**src/rtl/zcw_pkg.sv**
```systemverilog
// Shared types for the zero-crossing wiper commit block.
// Assumes nothing beyond being compiled before the modules that import it.
package zcw_pkg;

    // Per-channel commit state.
    typedef enum logic {
        CH_IDLE = 1'b0,
        CH_WAIT = 1'b1
    } ch_state_e;

endpackage

```
**src/rtl/zcw_window_timer.sv**
```systemverilog
// Window timer: counts tick pulses from the most recent restart while run_i is
// high and flags expiry on the TIMEOUT_TICKS-th tick. A restart in the same
// cycle suppresses expiry. Assumes TIMEOUT_TICKS >= 2 and one-cycle ticks.
module zcw_window_timer #(
    parameter int TIMEOUT_TICKS = 32
) (
    input  logic clk,
    input  logic rst_n,
    input  logic restart_i,
    input  logic run_i,
    input  logic tick_i,
    output logic expire_o
);

    localparam int CW = $clog2(TIMEOUT_TICKS + 1);
    localparam logic [CW-1:0] LAST = CW'(TIMEOUT_TICKS - 1);

    logic [CW-1:0] cnt_q;

    // Expiry fires on the final tick of a running, not-restarted window.
    assign expire_o = run_i && !restart_i && tick_i && (cnt_q == LAST);

    // Tick counter: cleared on restart or expiry, advanced on ticks while running.
    always_ff @(posedge clk) begin
        if (!rst_n) begin
            cnt_q <= '0;
        end else if (restart_i) begin
            cnt_q <= '0;
        end else if (run_i && tick_i) begin
            cnt_q <= (cnt_q == LAST) ? '0 : cnt_q + 1'b1;
        end
    end

    p_cnt_bound_r5: assert property (@(posedge clk) disable iff (!rst_n)
        cnt_q <= LAST);

    p_restart_clears_r7: assert property (@(posedge clk) disable iff (!rst_n)
        restart_i |=> (cnt_q == '0));

    p_idle_hold_r10: assert property (@(posedge clk) disable iff (!rst_n)
        (!run_i && !restart_i) |=> $stable(cnt_q));

endmodule

```
**src/rtl/zcw_channel.sv**
```systemverilog
// One channel's commit stage: armed by a post, it copies the shared target into
// its position register on its own zero-crossing or on window expiry, whichever
// comes first. Assumes arm_i has priority over every commit cause.
module zcw_channel
    import zcw_pkg::*;
#(
    parameter int POS_W     = 5,
    parameter int RESET_POS = 10
) (
    input  logic             clk,
    input  logic             rst_n,
    input  logic             arm_i,
    input  logic             expire_i,
    input  logic             zc_i,
    input  logic [POS_W-1:0] target_i,
    output logic             pend_o,
    output logic             commit_o,
    output logic [POS_W-1:0] pos_o
);

    ch_state_e        state_q;
    logic [POS_W-1:0] pos_q;

    assign pend_o   = (state_q == CH_WAIT);
    // A commit happens this cycle when waiting, not re-armed, and a cause is present.
    assign commit_o = pend_o && !arm_i && (zc_i || expire_i);
    assign pos_o    = pos_q;

    // State and position: arm wins, otherwise commit on crossing or expiry.
    always_ff @(posedge clk) begin
        if (!rst_n) begin
            state_q <= CH_IDLE;
            pos_q   <= POS_W'(RESET_POS);
        end else if (arm_i) begin
            state_q <= CH_WAIT;
        end else if (commit_o) begin
            state_q <= CH_IDLE;
            pos_q   <= target_i;
        end
    end

    p_commit_zc_r3: assert property (@(posedge clk) disable iff (!rst_n)
        (pend_o && !arm_i && zc_i) |=> (!pend_o && pos_q == $past(target_i)));

    p_idle_ignores_zc_r8: assert property (@(posedge clk) disable iff (!rst_n)
        (!pend_o && !arm_i) |=> ($stable(pos_q) && !pend_o));

    p_arm_wins_r9: assert property (@(posedge clk) disable iff (!rst_n)
        arm_i |=> (pend_o && $stable(pos_q)));

    p_wait_holds_r4: assert property (@(posedge clk) disable iff (!rst_n)
        (pend_o && !zc_i && !expire_i) |=> (pend_o && $stable(pos_q)));

endmodule

```
**src/rtl/zc_wiper_commit.sv**
```systemverilog
// Zero-crossing synchronised wiper commit for N_CH channels. Captures a posted
// target, arms every channel, runs a shared tick window and pulses done when no
// channel is left waiting. Assumes zero-crossing and tick inputs are one-cycle
// pulses synchronous to clk.
module zc_wiper_commit #(
    parameter int POS_W         = 5,
    parameter int N_CH          = 2,
    parameter int TIMEOUT_TICKS = 32,
    parameter int RESET_POS     = 10
) (
    input  logic                  clk,
    input  logic                  rst_n,
    input  logic                  post_i,
    input  logic [POS_W-1:0]      target_i,
    input  logic [N_CH-1:0]       zc_i,
    input  logic                  tick_i,
    output logic [N_CH*POS_W-1:0] pos_o,
    output logic                  busy_o,
    output logic                  done_o
);

    logic [POS_W-1:0] target_q;
    logic [N_CH-1:0]  pend;
    logic [N_CH-1:0]  commit;
    logic             expire;
    logic             last_clear;
    logic             done_q;

    assign busy_o     = |pend;
    // Every waiting channel commits this cycle and no new post arrives.
    assign last_clear = busy_o && !post_i && ((pend & ~commit) == '0);
    assign done_o     = done_q;

    // Target capture on post.
    always_ff @(posedge clk) begin
        if (!rst_n) begin
            target_q <= POS_W'(RESET_POS);
        end else if (post_i) begin
            target_q <= target_i;
        end
    end

    // Done pulse register, high the cycle after the last commit.
    always_ff @(posedge clk) begin
        if (!rst_n) begin
            done_q <= 1'b0;
        end else begin
            done_q <= last_clear;
        end
    end

    zcw_window_timer #(
        .TIMEOUT_TICKS(TIMEOUT_TICKS)
    ) u_timer (
        .clk      (clk),
        .rst_n    (rst_n),
        .restart_i(post_i),
        .run_i    (busy_o),
        .tick_i   (tick_i),
        .expire_o (expire)
    );

    for (genvar g = 0; g < N_CH; g++) begin : g_ch
        logic [POS_W-1:0] ch_pos;

        zcw_channel #(
            .POS_W    (POS_W),
            .RESET_POS(RESET_POS)
        ) u_ch (
            .clk     (clk),
            .rst_n   (rst_n),
            .arm_i   (post_i),
            .expire_i(expire),
            .zc_i    (zc_i[g]),
            .target_i(target_q),
            .pend_o  (pend[g]),
            .commit_o(commit[g]),
            .pos_o   (ch_pos)
        );

        assign pos_o[g*POS_W +: POS_W] = ch_pos;
    end

    p_post_arms_r2: assert property (@(posedge clk) disable iff (!rst_n)
        post_i |=> ((&pend) && busy_o && target_q == $past(target_i)));

    p_repost_r7: assert property (@(posedge clk) disable iff (!rst_n)
        (busy_o && post_i) |=> ((&pend) && target_q == $past(target_i)));

    p_expire_drains_r5: assert property (@(posedge clk) disable iff (!rst_n)
        expire |=> !busy_o);

    p_done_single_r6: assert property (@(posedge clk) disable iff (!rst_n)
        done_o |=> !done_o);

    p_done_idle_r6: assert property (@(posedge clk) disable iff (!rst_n)
        done_o |-> !busy_o);

    p_done_cause_r6: assert property (@(posedge clk) disable iff (!rst_n)
        $fell(busy_o) |-> done_o);

endmodule

```
**config.mk**
```make
export PLATFORM = sky130hd
export DESIGN_NAME = zc_wiper_commit
export DESIGN_NICKNAME = d
export VERILOG_FILES = /design/src/rtl/zcw_pkg.sv /design/src/rtl/zcw_window_timer.sv /design/src/rtl/zcw_channel.sv /design/src/rtl/zc_wiper_commit.sv
export SDC_FILE = /design/constraint.sdc
export NUM_CORES = 1
export LEC_CHECK = 0
export CAP_MARGIN = 20
export CORE_MARGIN = 4
export CORE_UTILIZATION = 49
export CTS_BUF_LIST = sky130_fd_sc_hd__clkbuf_2
export DETAILED_ROUTE_END_ITERATION = 8
export HOLD_SLACK_MARGIN = 0.15
export PLACE_DENSITY = 0.77
export SLEW_MARGIN = 10
export SYNTH_ARGS = -nofsm -noshare
export SYNTH_HDL_FRONTEND = slang
export SYNTH_SLANG_ARGS = --single-unit
```
**constraint.sdc**
```tcl
create_clock -name clk -period 1.3 [get_ports clk]
set_input_delay 0.13 -clock clk [delete_from_list [all_inputs] [get_ports clk]]
set_output_delay 0.13 -clock clk [all_outputs]
set_load 0.05 [all_outputs]
```
==> results of run 1 <==
where the power goes:
part	total (W)	switching (W)	internal (W)
logic	0.000332	0.000165	0.000167
clock network	0.000514	0.000249	0.000265
registers	0.000789	0.0000367	0.000753
per-layer routing:
layer	vias to the layer above	part of all wire, %	global-route usage, %
met5	-	0	0
met4	0	2.6	9.18
met3	14	5.0	5.18
met2	49	53	45.5
met1	672	40	28.2
li1	636	-	-
placed cells by master (no fill, tap or decap), types with 2 or more instances in the layout:
master                            instances
sky130_fd_sc_hd__nand2_1                 11
sky130_fd_sc_hd__dfxtp_2                  2
sky130_fd_sc_hd__a21oi_1                  7
sky130_fd_sc_hd__nand2b_1                11
sky130_fd_sc_hd__a221oi_2                 4
sky130_fd_sc_hd__mux2i_1                 10
sky130_fd_sc_hd__nor4_4                   4
sky130_fd_sc_hd__clkdlybuf4s50_1         10
sky130_fd_sc_hd__dfxtp_4                  6
sky130_fd_sc_hd__and3b_1                  2
sky130_fd_sc_hd__nor2_4                   2
sky130_fd_sc_hd__a21oi_2                  3
sky130_fd_sc_hd__nand3b_1                 2
sky130_fd_sc_hd__clkbuf_2                 3
sky130_fd_sc_hd__and4b_1                  6
sky130_fd_sc_hd__o21a_1                   2
sky130_fd_sc_hd__nor2_1                   9
sky130_fd_sc_hd__or4_4                    2
sky130_fd_sc_hd__dfxtp_1                 16
sky130_fd_sc_hd__o221ai_2                 6
sky130_fd_sc_hd__nand4_1                  5
sky130_fd_sc_hd__o21ai_0                  2
sky130_fd_sc_hd__nor2b_1                  2
sky130_fd_sc_hd__buf_12                  13
sky130_fd_sc_hd__buf_4                   19
sky130_fd_sc_hd__buf_6                    6
registers in the layout, summed over array words and instances (netlist names):
| register | cells |
|---|---|
| g_ch.u_ch.pos_o | 10 |
| target_q | 5 |
| u_timer.cnt_q | 6 |
| g_ch.u_ch.pend_o | 2 |
| done_o | 1 |
metrics by stage:
stage          power (W)  setup TNS [ns]  hold slack [ns]  cells  util (%)
6_report         0.00164         -0.0523            0.336    218      85.1
5_1_grt          0.00169          -0.526            0.337    218      85.1
4_1_cts          0.00160         -0.0328            0.341    213      79.7
3_5_place_dp     0.00107           -3.29            0.509    205      71.4
3_3_place_gp     0.00106           -2.56            0.494    205      71.4
2_1_floorplan   0.000931               0            0.258    143         -
worst max-delay path by stage:
stage	from	to
4_1_cts	g_ch[1].u_ch.pend_o$_SDFFE_PN0P_	busy_o
2_1_floorplan	u_timer.cnt_q[0]$_SDFFE_PP0P_	g_ch[1].u_ch.pos_o[4]$_SDFFE_PN0P_
3_5_place_dp	post_i	g_ch[0].u_ch.pos_o[3]$_SDFFE_PN1P_
5_1_grt	g_ch[0].u_ch.pend_o$_SDFFE_PN0P_	busy_o
3_3_place_gp	tick_i	g_ch[0].u_ch.pos_o[3]$_SDFFE_PN1P_
6_report	g_ch[1].u_ch.pend_o$_SDFFE_PN0P_	busy_o
cell families (layout without fill, tap and decap cells):
kind of cell	Yosys count	after routing	synth area share (%)
adders and majority gates	1	1	0.950
and+or+nand+nor	64	64	30.8
DFF	24	24	36.5
xor gates and xnor gates	2	2	1.33
buffers and inverters	11	56	4.18
muxes	10	10	7.60
AOI/OAI and AO/OA	31	31	18.7
timing repair:
action	CTS	global route
pin swaps	6	13
resized for setup	27	24
gates cloned	0	1
endpoints found under the setup margin	17	17
setup buffers	5	4
hold endpoints to repair	0	0
area by class of cell:
cell class	instances	share of cell area, %
repair buffers	49	26.8
flip-flops and latches	24	23.6
clock inverters	1	1.40
multi-input cells	108	45.2
inverters	3	0.525
well taps	30	1.75
clock buffers	3	0.700
worst register-to-register path, stage by stage, from the launching register on:
cell	delay (ns)
sky130_fd_sc_hd__dfxtp_4	0.45
sky130_fd_sc_hd__buf_4	0.13
sky130_fd_sc_hd__o2111ai_4	0.13
sky130_fd_sc_hd__or4_4	0.44
sky130_fd_sc_hd__a21oi_2	0.13
==> implementation parameters, run 1 <==
Parameter                              Value

Outcome
  Status    finished, violations left
  Violations in the final reports    setup timing

Synthesis
  Library cell occupying the most area in the post-synthesis netlist    sky130_fd_sc_hd__dfxtp_1
  Synth top area share    a little over a third
  Proportion of synthesized chip area in sequential cells    36.5%
  Post-synthesis cell count    143
  Ys Warns    0
  Nets in the synthesized netlist    155
  Average cell area after synthesis    9.21 um^2
  Share of synthesized flip-flops with an asynchronous set or reset    0%
  Register bit count reported by yosys    24
  Post-synth EDFFs    0
  Count of distinct cell types in the synthesized netlist    39
  Main synth FF type    sky130_fd_sc_hd__dfxtp_1
  Leading cell types by total area after synthesis    sky130_fd_sc_hd__dfxtp_1 (36%), sky130_fd_sc_hd__mux2i_1 (7.6%), sky130_fd_sc_hd__and4b_1 (5.3%)
  Most frequently used cell type in the post-synthesis netlist    sky130_fd_sc_hd__dfxtp_1
  Top cell types by occurrence after synthesis    sky130_fd_sc_hd__dfxtp_1 (24), sky130_fd_sc_hd__nand2_1 (11), sky130_fd_sc_hd__nand2b_1 (11), sky130_fd_sc_hd__nor2_1 (11)
  Netlist area before placement    1320 um^2

Drt
  Overall routed net length    4230 um
  Detailed-route wire length per cell    19.4 um
  Via count    1371
  DRC marker count from the first detailed-route iteration    52
  Vias/cell    6.29
  Final ANT Viol Nets    0
  DRT Pass-1 Iters    4
  Count of unresolved DRC violations after routing    0

Min path
  Hold_sp    target_i[3]
  Endpoint of the worst hold path    target_q[3]$_SDFFE_PN1P_
  Worst Hold Depth    3
  Class of the tightest hold or removal check    in -> reg

Die
  Starting Density    between 50% and 60%
  Vertical die dimension    59.9 um
  Number of placement rows    18
  Area enclosed by the die boundary    3580 um^2
  Placeable core area    around 2500 um^2
  Die X    59.9 um
  Num ports    23

STA
  Min Clock Period, post-route    1.34 ns
  Slew Viols, Final    0
  Final worst slack    -0.0391 ns
  Transition time at the pin with the least slew margin    approximately 0.33 ns
  Final critical-path share of the clock period    103%
  RSZ-0062 raised after global routing    yes
  Final worst clock skew    approximately 0.0047 ns
  Headroom to the max-slew limit    77.7%
  Hold violation total from the final report    0
  Setup-violating endpoint count in the final report    3
  Maximum achievable frequency    747 MHz

GRT
  Number of global-route vias before repair    1417
  Antenna violations before repair    0
  Global-route wire length before repair    approximately 6600 um
  Largest net degree at the start of global routing    15
  Overflow left after global routing    0
  Overall Global Routing Usage    25.0%

Critical path
  Crit path capture type    primary output
  Data arrival time of the critical path    1.21 ns
  Worst-case register-to-register setup slack    -0.01 ns
  WP depth    4
  Number of cells on the worst reg-to-reg path    4
  WP buf/inv    3
  Critical register-to-register path startpoint    g_ch[1].u_ch.pend_o$_SDFFE_PN0P_
  Data required time at the worst endpoint    1.17 ns
  Slowest library cell on the worst path    sky130_fd_sc_hd__dfxtp_4
  Worst-path maximum fanout    6
  Worst reg2reg path endpoint    u_timer.cnt_q[5]$_SDFFE_PP0P_
  Largest stage delay on the critical path    between 0.4 and 0.5 ns
  Critical Path Start Type    flop
  Kind of critical path    reg -> out
  CP Cell Sequence    buf_6 -> nor2_4 -> inv_2 -> buf_12
  Kind of cell with the highest combined delay on the critical path    flip-flops

Clock network
  Hold bufs inserted after CTS    0
  Buffer levels on the longest clock path    2
  CTS tree    built
  Clock transition at the registers of the reported paths    around 0.25 ns
  Root buffer selected by CTS    sky130_fd_sc_hd__clkbuf_2
  Insertion delay of the later-clocked pin in the worst-skew pair    0.36 ns
  CTS sink count    24
  Number of buffers added by the clock tree synthesis step    3
  H-tree lvl count    1

Cells and area
  Count of filler cells inserted in the layout    approximately 130
  Total non-filler cell area in the finished layout    2150 um^2
  Number of antenna diodes    0
  Area growth from synthesis to layout    62.9%
  Area used by sequential logic in the layout    roughly 510 um^2
  Layout cells sized above 1    43.6%
  Area occupied by multi-input gates    971 um^2
  Nets    201

Power and ir drop
  P_leak    approximately 0.9 nW
  Highest ir drop seen on vdd    1.14 mV
  Pwr per Cell Area    762 nW/um^2

Placement
  Estimated wirelength of the detail-placed design    2650 um
  Final weighted congestion in routability-driven placement    0.910
  Post-place instance area    about 1800 um^2
  Minimum setup slack after placement    -0.240 ns
  Port buffer count    22

Job
  Maximum capacitance violations    0
No activity file was read; power rests on OpenSTA's default activity.
==> run 2: changes to the inputs <==
CTS_CLUSTER_DIAMETER = 60   (was default)
PLACE_DENSITY = 0.81   (was 0.77)
==> implementation parameters, run 2 (synthesis gave the netlist of run 1 again) <==
Parameter                              Value

STA
  RSZ-0062 raised after global routing    yes
  Final total negative setup slack    -0.314 ns (-0.262 ns)
  Final critical-path share of the clock period    104% (+0.96 points)
  Headroom to the max-slew limit    73.1% (-4.6 points)
  Final worst clock skew    0.0189 ns (+0.0142 ns)
  Final worst slack    -0.0516 ns (-0.0125 ns)
  Slew Viols, Final    0 (unchanged)
  Maximum achievable frequency    740 MHz (-0.92%)
  Setup-violating endpoint count in the final report    13 (+10)
  Hold violation total from the final report    0 (unchanged)
  Transition time at the pin with the least slew margin    0.399 ns (+0.0653 ns)
  Min Clock Period, post-route    1.35 ns (+0.0125 ns)
  Hold_ws    0.369 ns (+0.0324 ns)

Die
  Num ports    23 (unchanged)
  Area enclosed by the die boundary    3580 um^2 (unchanged)
  Vertical die dimension    59.9 um (unchanged)
  Number of placement rows    18 (unchanged)
  Die X    59.9 um (unchanged)
  Starting Density    52.2% (unchanged)
  Placeable core area    2520 um^2 (unchanged)

GRT
  Number of global-route vias before repair    1355 (-4.4%)
  Largest net degree at the start of global routing    13 (-2)
  Overall Global Routing Usage    20.9% (-4.1 points)
  Overflow left after global routing    0 (unchanged)
  Antenna violations before repair    0 (unchanged)
  Global-route wire length before repair    5810 um (-12%)

Cells and area
  Commonest non-fill, non-tap cell in the layout    sky130_fd_sc_hd__buf_4
  Layout cells sized above 1    36.2% (-7.4 points)
  Number of antenna diodes    0 (unchanged)
  Area used by sequential logic in the layout    497 um^2 (-1.7%)
  Commonest cells after routing, fill and taps aside    sky130_fd_sc_hd__buf_4 (20), sky130_fd_sc_hd__dfxtp_1 (17), sky130_fd_sc_hd__buf_12 (13)
  Number of flip-flops in the largest register    10 (unchanged)
  Area growth from synthesis to layout    52.9%
  Area occupied by multi-input gates    898 um^2 (-7.5%)
  Count of filler cells inserted in the layout    152 (+19%)
  Post-Route Utilization    79.9% (-5.2 points)
  Nets    199 (-1.0%)
  Final instance count without filler cells    215 (-1.4%)

Clock network
  H-tree lvl count    1 (unchanged)
  Buffer levels on the longest clock path    2 (unchanged)
  Clock transition at the registers of the reported paths    0.23 ns (-0.02 ns)
  CTS tree    built
  CTS sink count    24 (unchanged)
  Root buffer selected by CTS    sky130_fd_sc_hd__clkbuf_2
  Hold bufs inserted after CTS    0 (unchanged)
  Number of buffers added by the clock tree synthesis step    3 (unchanged)
  Insertion delay of the later-clocked pin in the worst-skew pair    0.34 ns (-0.02 ns)

Outcome
  Status    finished, violations left
  Violations in the final reports    setup timing

Drt
  DRC marker count from the first detailed-route iteration    67 (+29%)
  Count of unresolved DRC violations after routing    0 (unchanged)
  Overall routed net length    3780 um (-11%)
  Final ANT Viol Nets    0 (unchanged)
  Via count    1362 (-0.66%)
  DRT Pass-1 Iters    5 (+1)
  Detailed-route wire length per cell    17.6 um (-9.3%)
  Vias/cell    6.33 (+0.73%)

Power and ir drop
  Highest ir drop seen on vdd    0.825 mV (-28%)
  Pwr per Cell Area    683 nW/um^2 (-10%)
  P_leak    0.863 nW (-5.1%)

Placement
  Final weighted congestion in routability-driven placement    0.790 (-13%)
  Cell Count Post-Placement    208 (+1.5%)
  Estimated wirelength of the detail-placed design    2490 um (-5.8%)
  Port buffer count    22 (unchanged)

Critical path
  Crit path capture type    flop
  Data required time at the worst endpoint    1.53 ns (+0.36 ns)
  Worst-case register-to-register setup slack    -0.05 ns (-0.04 ns)
  Worst-path maximum fanout    5 (-1)
  Data arrival time of the critical path    1.58 ns (+0.37 ns)
  Critical Path Start Type    flop
  Kind of critical path    reg -> reg
  Number of cells on the worst reg-to-reg path    5 (+1)

Min path
  Worst Hold Depth    3 (unchanged)
  Class of the tightest hold or removal check    in -> reg

Job
  Maximum capacitance violations    0 (unchanged)
## run 2: where the power goes
| group | leakage [nW] | switching [W] | internal [W] |
|---|---|---|---|
| Clock | 0.0125 | 0.000220 | 0.0000628 |
| Sequential | 0.200 | 0.0000360 | 0.000758 |
| Combinational | 0.651 | 0.000150 | 0.000150 |
| Total | 0.863 | 0.000405 | 0.000971 |
## run 2: repair_timing
item,CTS,global route
pin swaps,5,3
setup buffers,2,2
gates resized for setup,18,13
cloned,0,0
setup endpoints to repair,14,17
## run 2: per-stage QoR
step	worst slack [ns]	instance area, um^2	total power (W)
2_1_floorplan	0.000781	1330	0.000931
3_3_place_gp	-0.240	1820	0.00106
3_5_place_dp	-0.301	1820	0.00107
4_1_cts	-0.0353	1940	0.00136
5_1_grt	-0.0968	2010	0.00143
6_report	-0.0516	2010	0.00138
## run 2: path summary, 6_finish.rpt
check	start	to
setup / recovery	g_ch[1].u_ch.pend_o$_SDFFE_PN0P_	g_ch[0].u_ch.pos_o[4]$_SDFFE_PN0P_
hold / removal	target_i[4]	target_q[4]$_SDFFE_PN0P_
setup reg to reg	g_ch[1].u_ch.pend_o$_SDFFE_PN0P_	g_ch[0].u_ch.pos_o[4]$_SDFFE_PN0P_
hold reg to reg	u_timer.cnt_q[3]$_SDFFE_PP0P_	u_timer.cnt_q[3]$_SDFFE_PP0P_
## run 2: per-layer routing
metal,up-vias,track usage (%),routed length [um]
met5,-,0,0
met3,8,4.10,212
met4,0,9.81,67
met1,669,24.9,1600
met2,55,35.6,1910
li1,630,-,-
## run 2: critical path: stages (launching register included)
cell	delay (ns)
sky130_fd_sc_hd__dfxtp_4	0.41
sky130_fd_sc_hd__buf_12	0.13
sky130_fd_sc_hd__o211a_1	0.30
sky130_fd_sc_hd__buf_4	0.19
sky130_fd_sc_hd__nand4_1	0.09
sky130_fd_sc_hd__o221ai_1	0.12
## run 2: final cells by class
class                   count  share of cell area (%)
inverters                   3                   0.559
repair buffers             47                    27.6
clock buffers               3                   0.745
well taps                  30                    1.86
multi-input cells         108                    44.6
flip-flops and latches     24                    24.7
